<file path="config.mk">
export PLATFORM = sky130hd
export DESIGN_NAME = dual_timer_mode_reg
export DESIGN_NICKNAME = d
export VERILOG_FILES = /design/src/rtl/dual_timer_mode_pkg.sv /design/src/rtl/dual_timer_mode_ctrl.sv /design/src/rtl/dual_timer_mode_dp.sv /design/src/rtl/dual_timer_mode_reg.sv
export SDC_FILE = /design/constraint.sdc
export NUM_CORES = 1
export LEC_CHECK = 0
export BUFFER_PORTS_ARGS = -buffer_cell sky130_fd_sc_hd__buf_2
export CAP_MARGIN = 10
export CORE_AREA = 5 5 43 59
export CTS_CLUSTER_DIAMETER = 120
export DETAILED_ROUTE_END_ITERATION = 8
export DIE_AREA = 0 0 48 64
export PLACE_DENSITY = 0.74
export SYNTH_ARGS = -nofsm -noshare
export SYNTH_HDL_FRONTEND = slang
export SYNTH_SLANG_ARGS = --single-unit
export TNS_END_PERCENT = 1
</file>
<file path="constraint.sdc">
create_clock -name clk -period 1.68 [get_ports clk]
set_input_delay 0.336 -clock clk [delete_from_list [all_inputs] [get_ports clk]]
set_output_delay 0.336 -clock clk [all_outputs]
set_load 0.005 [all_outputs]
</file>
<file path="src/rtl/dual_timer_mode_pkg.sv">
package dual_timer_mode_pkg;

  localparam int MODE_W = 4;
  localparam int CLS_W  = 4;

  localparam logic [MODE_W-1:0] MODE_PWM_VAR = 4'b0100;

  // class vector bit positions
  localparam int CLS_INTERVAL = 0;
  localparam int CLS_PWM      = 1;
  localparam int CLS_PWC      = 2;
  localparam int CLS_CAPTURE  = 3;

  // strobes passed from control to the register datapath
  typedef struct packed {
    logic [1:0]        modeWe;   // accept new mode for channel i
    logic [1:0]        runWe;    // load run bit for channel i
    logic [MODE_W-1:0] modeVal;
    logic              runVal;
    logic [1:0]        forceVar; // load variable-cycle PWM into channel i
    logic              joinWe;
    logic              joinVal;
    logic              joinClr;
  } mode_strobe_t;

endpackage

</file>
<file path="src/rtl/dual_timer_mode_ctrl.sv">
module dual_timer_mode_ctrl
  import dual_timer_mode_pkg::*;
#(
  parameter int ADDR_W = 2,
  parameter int DATA_W = 8,
  parameter logic [ADDR_W-1:0] CH_A_ADDR = 0,
  parameter logic [ADDR_W-1:0] CH_B_ADDR = 1,
  parameter logic [ADDR_W-1:0] JOIN_ADDR = 2,
  parameter int JOIN_POS = 0
) (
  input  logic              wrEn,
  input  logic [ADDR_W-1:0] wrAddr,
  input  logic [DATA_W-1:0] wrData,
  input  logic [1:0]        runQ,
  output mode_strobe_t      stb
);

  localparam int RUN_POS = MODE_W;

  logic [MODE_W-1:0] wrMode;
  logic              wrRun;
  logic [1:0]        chSel;
  logic [1:0]        startVar;

  assign wrMode = wrData[MODE_W-1:0];
  assign wrRun  = wrData[RUN_POS];

  for (genvar i = 0; i < 2; i++) begin : g_ch
    localparam logic [ADDR_W-1:0] MY_ADDR = (i == 0) ? CH_A_ADDR : CH_B_ADDR;
    assign chSel[i] = wrEn && (wrAddr == MY_ADDR);
    // only a stopped channel can start, and only then does its mode data land
    assign startVar[i] = chSel[i] && wrRun && !runQ[i] && (wrMode == MODE_PWM_VAR);
  end

  always_comb begin
    stb          = '0;
    stb.modeVal  = wrMode;
    stb.runVal   = wrRun;
    stb.joinVal  = wrData[JOIN_POS];
    stb.joinWe   = wrEn && (wrAddr == JOIN_ADDR);
    for (int i = 0; i < 2; i++) begin
      stb.runWe[i]  = chSel[i];
      stb.modeWe[i] = chSel[i] && !runQ[i];
    end
    stb.forceVar[0] = startVar[1];
    stb.forceVar[1] = startVar[0];
    stb.joinClr     = |startVar;
  end

endmodule

</file>
<file path="src/rtl/dual_timer_mode_dp.sv">
module dual_timer_mode_dp
  import dual_timer_mode_pkg::*;
#(
  parameter int ADDR_W = 2,
  parameter int DATA_W = 8,
  parameter logic [ADDR_W-1:0] CH_A_ADDR = 0,
  parameter logic [ADDR_W-1:0] CH_B_ADDR = 1,
  parameter logic [ADDR_W-1:0] JOIN_ADDR = 2,
  parameter int JOIN_POS = 0
) (
  input  logic              clk,
  input  logic              rstN,
  input  mode_strobe_t      stb,
  input  logic [ADDR_W-1:0] rdAddr,
  output logic [DATA_W-1:0] rdData,
  output logic [MODE_W-1:0] modeQ [2],
  output logic [1:0]        runQ,
  output logic              joinQ,
  output logic [CLS_W-1:0]  classVec [2]
);

  localparam int RUN_POS = MODE_W;

  for (genvar i = 0; i < 2; i++) begin : g_ch
    always_ff @(posedge clk or negedge rstN) begin
      if (!rstN) begin
        modeQ[i] <= '0;
        runQ[i]  <= 1'b0;
      end else begin
        if (stb.forceVar[i])    modeQ[i] <= MODE_PWM_VAR;
        else if (stb.modeWe[i]) modeQ[i] <= stb.modeVal;
        if (stb.runWe[i])       runQ[i]  <= stb.runVal;
      end
    end

    always_comb begin
      classVec[i] = '0;
      if (modeQ[i] <= 4'd2)      classVec[i][CLS_INTERVAL] = 1'b1;
      else if (modeQ[i] <= 4'd4) classVec[i][CLS_PWM]      = 1'b1;
      else if (modeQ[i] <= 4'd9) classVec[i][CLS_PWC]      = 1'b1;
      else                       classVec[i][CLS_CAPTURE]  = 1'b1;
    end


    mode_hold_chk: assert property (@(posedge clk) disable iff (!rstN)
      (runQ[i] && !stb.forceVar[i]) |=> (modeQ[i] == $past(modeQ[i])));


    class_onehot_chk: assert property (@(posedge clk) disable iff (!rstN)
      $onehot(classVec[i]));
  end

  always_ff @(posedge clk or negedge rstN) begin
    if (!rstN)            joinQ <= 1'b0;
    else if (stb.joinClr) joinQ <= 1'b0;
    else if (stb.joinWe)  joinQ <= stb.joinVal;
  end

  always_comb begin
    rdData = '0;
    if (rdAddr == CH_A_ADDR) begin
      rdData[MODE_W-1:0] = modeQ[0];
      rdData[RUN_POS]    = runQ[0];
    end else if (rdAddr == CH_B_ADDR) begin
      rdData[MODE_W-1:0] = modeQ[1];
      rdData[RUN_POS]    = runQ[1];
    end else if (rdAddr == JOIN_ADDR) begin
      rdData[JOIN_POS]   = joinQ;
    end
  end

endmodule

</file>
<file path="src/rtl/dual_timer_mode_reg.sv">
module dual_timer_mode_reg
  import dual_timer_mode_pkg::*;
#(
  parameter int ADDR_W = 2,
  parameter int DATA_W = 8,
  parameter logic [ADDR_W-1:0] CH_A_ADDR = 0,
  parameter logic [ADDR_W-1:0] CH_B_ADDR = 1,
  parameter logic [ADDR_W-1:0] JOIN_ADDR = 2,
  parameter int JOIN_POS = 0
) (
  input  logic              clk,
  input  logic              rstN,
  input  logic              wrEn,
  input  logic [ADDR_W-1:0] wrAddr,
  input  logic [DATA_W-1:0] wrData,
  input  logic [ADDR_W-1:0] rdAddr,
  output logic [DATA_W-1:0] rdData,
  output logic [3:0]        modeA,
  output logic [3:0]        modeB,
  output logic              runA,
  output logic              runB,
  output logic              join16,
  output logic [3:0]        classA,
  output logic [3:0]        classB
);

  mode_strobe_t      stb;
  logic [MODE_W-1:0] modeQ [2];
  logic [1:0]        runQ;
  logic [CLS_W-1:0]  classVec [2];
  logic              unusedHiBits;

  assign unusedHiBits = ^wrData[DATA_W-1:MODE_W+1];

  dual_timer_mode_ctrl #(
    .ADDR_W(ADDR_W), .DATA_W(DATA_W), .CH_A_ADDR(CH_A_ADDR),
    .CH_B_ADDR(CH_B_ADDR), .JOIN_ADDR(JOIN_ADDR), .JOIN_POS(JOIN_POS)
  ) u_ctrl (
    .wrEn(wrEn), .wrAddr(wrAddr), .wrData(wrData), .runQ(runQ), .stb(stb)
  );

  dual_timer_mode_dp #(
    .ADDR_W(ADDR_W), .DATA_W(DATA_W), .CH_A_ADDR(CH_A_ADDR),
    .CH_B_ADDR(CH_B_ADDR), .JOIN_ADDR(JOIN_ADDR), .JOIN_POS(JOIN_POS)
  ) u_dp (
    .clk(clk), .rstN(rstN), .stb(stb), .rdAddr(rdAddr), .rdData(rdData),
    .modeQ(modeQ), .runQ(runQ), .joinQ(join16), .classVec(classVec)
  );

  assign modeA  = modeQ[0];
  assign modeB  = modeQ[1];
  assign runA   = runQ[0];
  assign runB   = runQ[1];
  assign classA = classVec[0];
  assign classB = classVec[1];


  mode_store_chk: assert property (@(posedge clk) disable iff (!rstN)
    (wrEn && wrAddr == CH_A_ADDR && !runA) |=> (modeA == $past(wrData[3:0])));


  partner_force_chk: assert property (@(posedge clk) disable iff (!rstN)
    ($rose(runA) && modeA == MODE_PWM_VAR) |-> (modeB == MODE_PWM_VAR));


  join_clear_chk: assert property (@(posedge clk) disable iff (!rstN)
    ($rose(runB) && modeB == MODE_PWM_VAR) |-> !join16);


  join_load_chk: assert property (@(posedge clk) disable iff (!rstN)
    (wrEn && wrAddr == JOIN_ADDR) |=> (join16 == $past(wrData[JOIN_POS])));

endmodule

</file>
# After elaboration in Yosys (flattened, before gate mapping)
# Cells that the tools add are included.
# Widths: inputs -> output; s select.
op_classes:
  order_cmp: 6
  eq_ne: 5
  n_mux: 22
  reduce_logical: 19
op_table:
  columns: ["cell", "count"]
  rows:
  - ["$mux 4", 5]
  - ["$mux 1", 12]
  - ["$logic_and 1x1->1", 11]
  - ["$le 4x2->1 const B", 2]
  - ["$le 4x3->1 const B", 2]
  - ["$le 4x4->1 const B", 2]
  - ["$mux 3", 2]
  - ["$reduce_bool 2->1", 3]
  - ["$mux 5", 1]
  - ["$eq 2x1->1 const B", 2]
  - ["$eq 2x2->1 const B", 2]
  - ["$eq 4x3->1 const B", 1]
  - ["$logic_not 2->1", 2]
  - ["$mux 2", 2]
  - ["$logic_not 1->1", 2]
  - ["$reduce_or 2->1", 1]
word_totals:
  ff_bits: 11
  in_bits: 15
  output_inout_bits: 27
  elab_cells: 57

# Longest topological paths before layout
logic_depth:
  ltp_word: 7
  mapped_depth: 4

# By module
# Synthesis repeated with hierarchy kept, for this count alone.
unflattened:
  hier_cells: 85
  hier_area_um2: 790.8
modules_own_cells:
  columns: ["module", "n_inst", "cells_per_inst", "area_per_inst_um2", "seq_area_each_um2"]
  rows:
  - ["dual_timer_mode_dp", 1, 65, 653.1, 275.3]
  - ["dual_timer_mode_ctrl", 1, 20, 137.6, 0.0]

# Least setup slack after synthesis
# Ideal clock, no wire load.
synth_path:
  kind: "flip-flop to flip-flop"
  from: "register u_dp.runQ[0]"
  to: "register u_dp.modeQ[6] (netlist name)"
  setup_ps: 125
  arrival_time_ps: 1385
  required_time_ps: 1555
  setup_slack_ps: 170
  path_stages_with_launch: 5
  path_buffers: 1
  cell_sequence: "dfrtp_1 -> or4b_1 -> buf_6 -> o31ai_4 -> mux2_4"
synth_via:
  elab_chain_len: 3
synth_rtl:
  columns: ["element", "line_no", "text"]
  rows:
  - ["start, declared", "dual_timer_mode_dp.sv:17", "output logic [1:0] runQ,"]
  - ["start signal, assigned by index", "dual_timer_mode_dp.sv:32", "if (stb.runWe[i]) runQ[i] <= stb.runVal;"]
  - ["$logic_not 1->1", "dual_timer_mode_ctrl.sv:43", "stb.modeWe[i] = chSel[i] && !runQ[i];"]
  - ["$logic_and 1x1->1", "dual_timer_mode_ctrl.sv:43", null]
  - ["$reduce_bool 2->1 (no line)", null, null]
  - ["end signal, assigned by index", "dual_timer_mode_dp.sv:31", "else if (stb.modeWe[i]) modeQ[i] <= stb.modeVal;"]
  - ["end, declared", "dual_timer_mode_dp.sv:16", "output logic [MODE_W-1:0] modeQ [2],"]
# No other way between the ends.
# A chain may end at the register's enable or synchronous reset.

# Worst setup path after layout
layout_path:
  from: "register u_dp.modeQ[4] (netlist name)"
  to: "output classA[1]"
layout_via:
  elab_chain_len: 3
layout_rtl:
  columns: ["element", "line_no", "text"]
  rows:
  - ["$le 4x3->1", "dual_timer_mode_dp.sv:39", "else if (modeQ[i] <= 4'd4) classVec[i][CLS_PWM] = 1'b1;"]
  - ["$mux 1", "dual_timer_mode_dp.sv:39", null]
  - ["$mux 3 (*)", "dual_timer_mode_dp.sv:38", "if (modeQ[i] <= 4'd2) classVec[i][CLS_INTERVAL] = 1'b1;"]
  - ["end, declared", "dual_timer_mode_reg.sv:23", "output logic [3:0] classA,"]
# Mark *: on every way between the ends. The rest lies on a longest branch, timed or not.

==> impl_metrics.yaml <==
status:
  status: "finished, final reports clean"
layout:
  mostFrequentLayoutCells: "buf_2 (35), nand2_1 (14), buf_4 (13), o21ai_0 (8), dfrtp_1 (8)"
  finish.utilization_pct: 56.3
  drive_gt1_share_pct: 46.6
  area_delta_synth_final_pct: 38.5
  final_cells: 154
  final_nets: 149
  diodes: 0
  fillCellCount: 184
  layout_commonest_cell: "buf_2"
grt:
  grt_pass1_vias: 708
  grt_first_pass_wirelength_um: 3170
  grt-ovfl-total: 0
  grt_usage_pct: 14.3
  grt_max_degree: 12
  antenna_found_initial: 0
sta:
  tightest_slew_ns: 0.544
  setup_slack_ns: 0.0580
  min_period_over_period_pct: 96.5
  drv_slew: 0
  fin_crit_ns: 1.62
  clock_skew_ns: 0.00910
  setup_viol: 0
  slew_headroom_pct: 63.2
  rsz0062_at_grt: "yes"
  fmax_ghz: 0.617
  hold_violations: 0
setup_path:
  cp_cell_sequence: "or3b_1 -> a21oi_1 -> buf_2"
  crit_required_ns: 1.34
  path_delay_family: "flip-flops"
  ff2ff_path_depth: 4
  r2r_slack_ns: 0.15
  reg2reg_to: "u_dp.modeQ[0]"
  end_kind: "output pin"
  critPathMaxStageDelay_ns: 0.40
  arrival_ns: 1.29
  crit_type: "reg -> out"
  startpoint_type: "flip-flop"
  cp_slowest_cell: "dfrtp_1"
  cp_max_fo: 2
  crit_buf_inv: 1
  rr_startpoint: "u_dp.runQ[0]"
floorplanning:
  die_height_um: 64
  dieArea_sq_mm: 0.00307
  io_pins: 42
  initial_utilization_pct: 40.6
  core-area_sq_mm: 0.00195
  rows: 19
  die_x_um: 48
clock_tree:
  numCtsBuffers: 3
  cts-root-buf: "clkbuf_4"
  clk_latency_ns: 0.27
  clk_pin_slew_worst_paths_ns: 0.08
  clock_sinks: 11
  cts_tree: "done"
  cts_buffer_depth: 2
  htree_levels: 1
place:
  dp_hpwl_um: 1590
  numPortBuffers: 35
  preCtsSetupSlack_ns: 0.0181
  dp.cells: 145
  place.gp.congestion: 0.806
hold_path:
  hold_depth: 3
  hp-start: "wrData[1]"
  min_to: "u_dp.modeQ[5]"
  hp-class: "in -> reg"
synth:
  yosysSeqAreaShare_pct: 34.8
  synth_area_per_cell_sq_um: 9.43
  post_synth_num_cell_types: 29
  syn-cell-area_sq_um: 792
  synth_seq_cells: 11
  yosys_warnings: 0
  synthCells: 84
flow_run:
  drv_cap: 0
drt:
  avgRoutedWirePerCell_um: 13.1
  drc: 0
  drtPass1Iterations: 4
  wirelength_um: 2020
  vias_per_cell: 5.24
  vias: 807
  drt-initial-drc-count: 14
  drtAntennaViolNets: 0
power:
  total_power_uw: 997
  leakage_uw: 0.000545
  p_per_area_mw_per_mm2: 909
  vdd_drop_max_uv: 558
[cells in the mapped netlist (all sizes together)]
cell / instances / area, sq um
a211o: 1 / 8.76
a211oi: 3 / 22.5
a21oi: 2 / 10.0
and2: 1 / 6.26
and4bb: 1 / 16.3
buf: 5 / 38.8
clkbuf: 1 / 3.75
conb: 1 / 3.75
dfrtp: 11 / 275
mux2: 3 / 37.5
mux2i: 6 / 60.1
nand2: 14 / 52.6
nand3b: 5 / 37.5
nand4bb: 2 / 38.8
nor2: 7 / 26.3
nor2b: 2 / 12.5
nor3: 2 / 21.3
nor3b: 1 / 7.51
nor4b: 1 / 8.76
o21ai: 11 / 55.1
o31ai: 1 / 21.3
or3b: 2 / 17.5
or4b: 1 / 10.0
[worst max path at each step]
stage	cells past startpoint	slack, ns	from	to
after floorplan	4	0.17	u_dp.runQ[0]	u_dp.modeQ[6]
after global placement	5	0.04	wrAddr[1]	u_dp.modeQ[0]
final	3	0.06	u_dp.modeQ[4]	classA[1]
after global routing	3	-0.007	u_dp.modeQ[0]	classB[1]
after detailed placement	5	0.02	wrAddr[1]	u_dp.modeQ[0]
after CTS	3	0.004	u_dp.modeQ[0]	classB[1]
[final cells by class]
cell class,count,area (sq um),share of cell area (%)
clock buffer,3,22.5,2.05
multi-input combinational,69,482,43.9
timing repair buffer,49,283,25.8
tap,21,26.3,2.39
clock inverter,1,5.00,0.456
sequential,11,279,25.4
[registers in the layout, indices dropped and copies added, names as in the netlist]
| signal | count |
|---|---|
| u_dp.runQ | 2 |
| u_dp.joinQ | 1 |
| u_dp.modeQ | 8 |
[worst reg2reg max path, delay by kind of cell (launching register included)]
family	cells	cell delay (ns)
buffers and inverters	1	0.20
AO/OA/AOI/OAI	1	0.10
flip-flops	1	0.38
AND/OR/NAND/NOR	2	0.73
[power breakdown]
group | switching [uW] | internal, uW | total (uW)
Sequential | 48.3 | 322 | 370
Combinational | 210 | 240 | 450
Clock | 89.3 | 88.1 | 177
[kinds of logic after synthesis]
| logic type | after synthesis | synth area share [%] |
|---|---|---|
| AOI/OAI and AO/OA | 18 | 14.8 |
| buffers and inverters | 6 | 5.37 |
| DFF | 11 | 34.8 |
| muxes | 9 | 12.3 |
| other | 1 | 0.473 |
| and+or+nand+nor | 39 | 32.2 |
[per-stage QoR]
step / area, sq um / hold slack [ns] / TNS, ns
2_1_floorplan: 800 / 0.0404 / 0
3_3_place_gp: 1030 / 0.216 / 0
3_5_place_dp: 1030 / 0.220 / 0
4_1_cts: 1080 / 0.323 / 0
5_1_grt: 1100 / 0.343 / -0.00677
6_report: 1100 / 0.328 / 0
[timing repair]
item	4_1_cts	5_1_grt
pin swaps	0	3
endpoints found under the setup margin	2	2
hold buffers	1	0
gates resized for setup	2	1
buffers inserted	2	2
endpoints found under the hold margin	11	0
[routing by layer]
metal / vias up / global-route usage, % / share of wire [%]
li1: 398 / - / -
met3: 7 / 1.12 / 8.8
met2: 35 / 23.2 / 50
met4: 0 / 9.76 / 3.4
met5: - / 0 / 0
met1: 367 / 16.6 / 38
(Power assumes the default switching activity.)
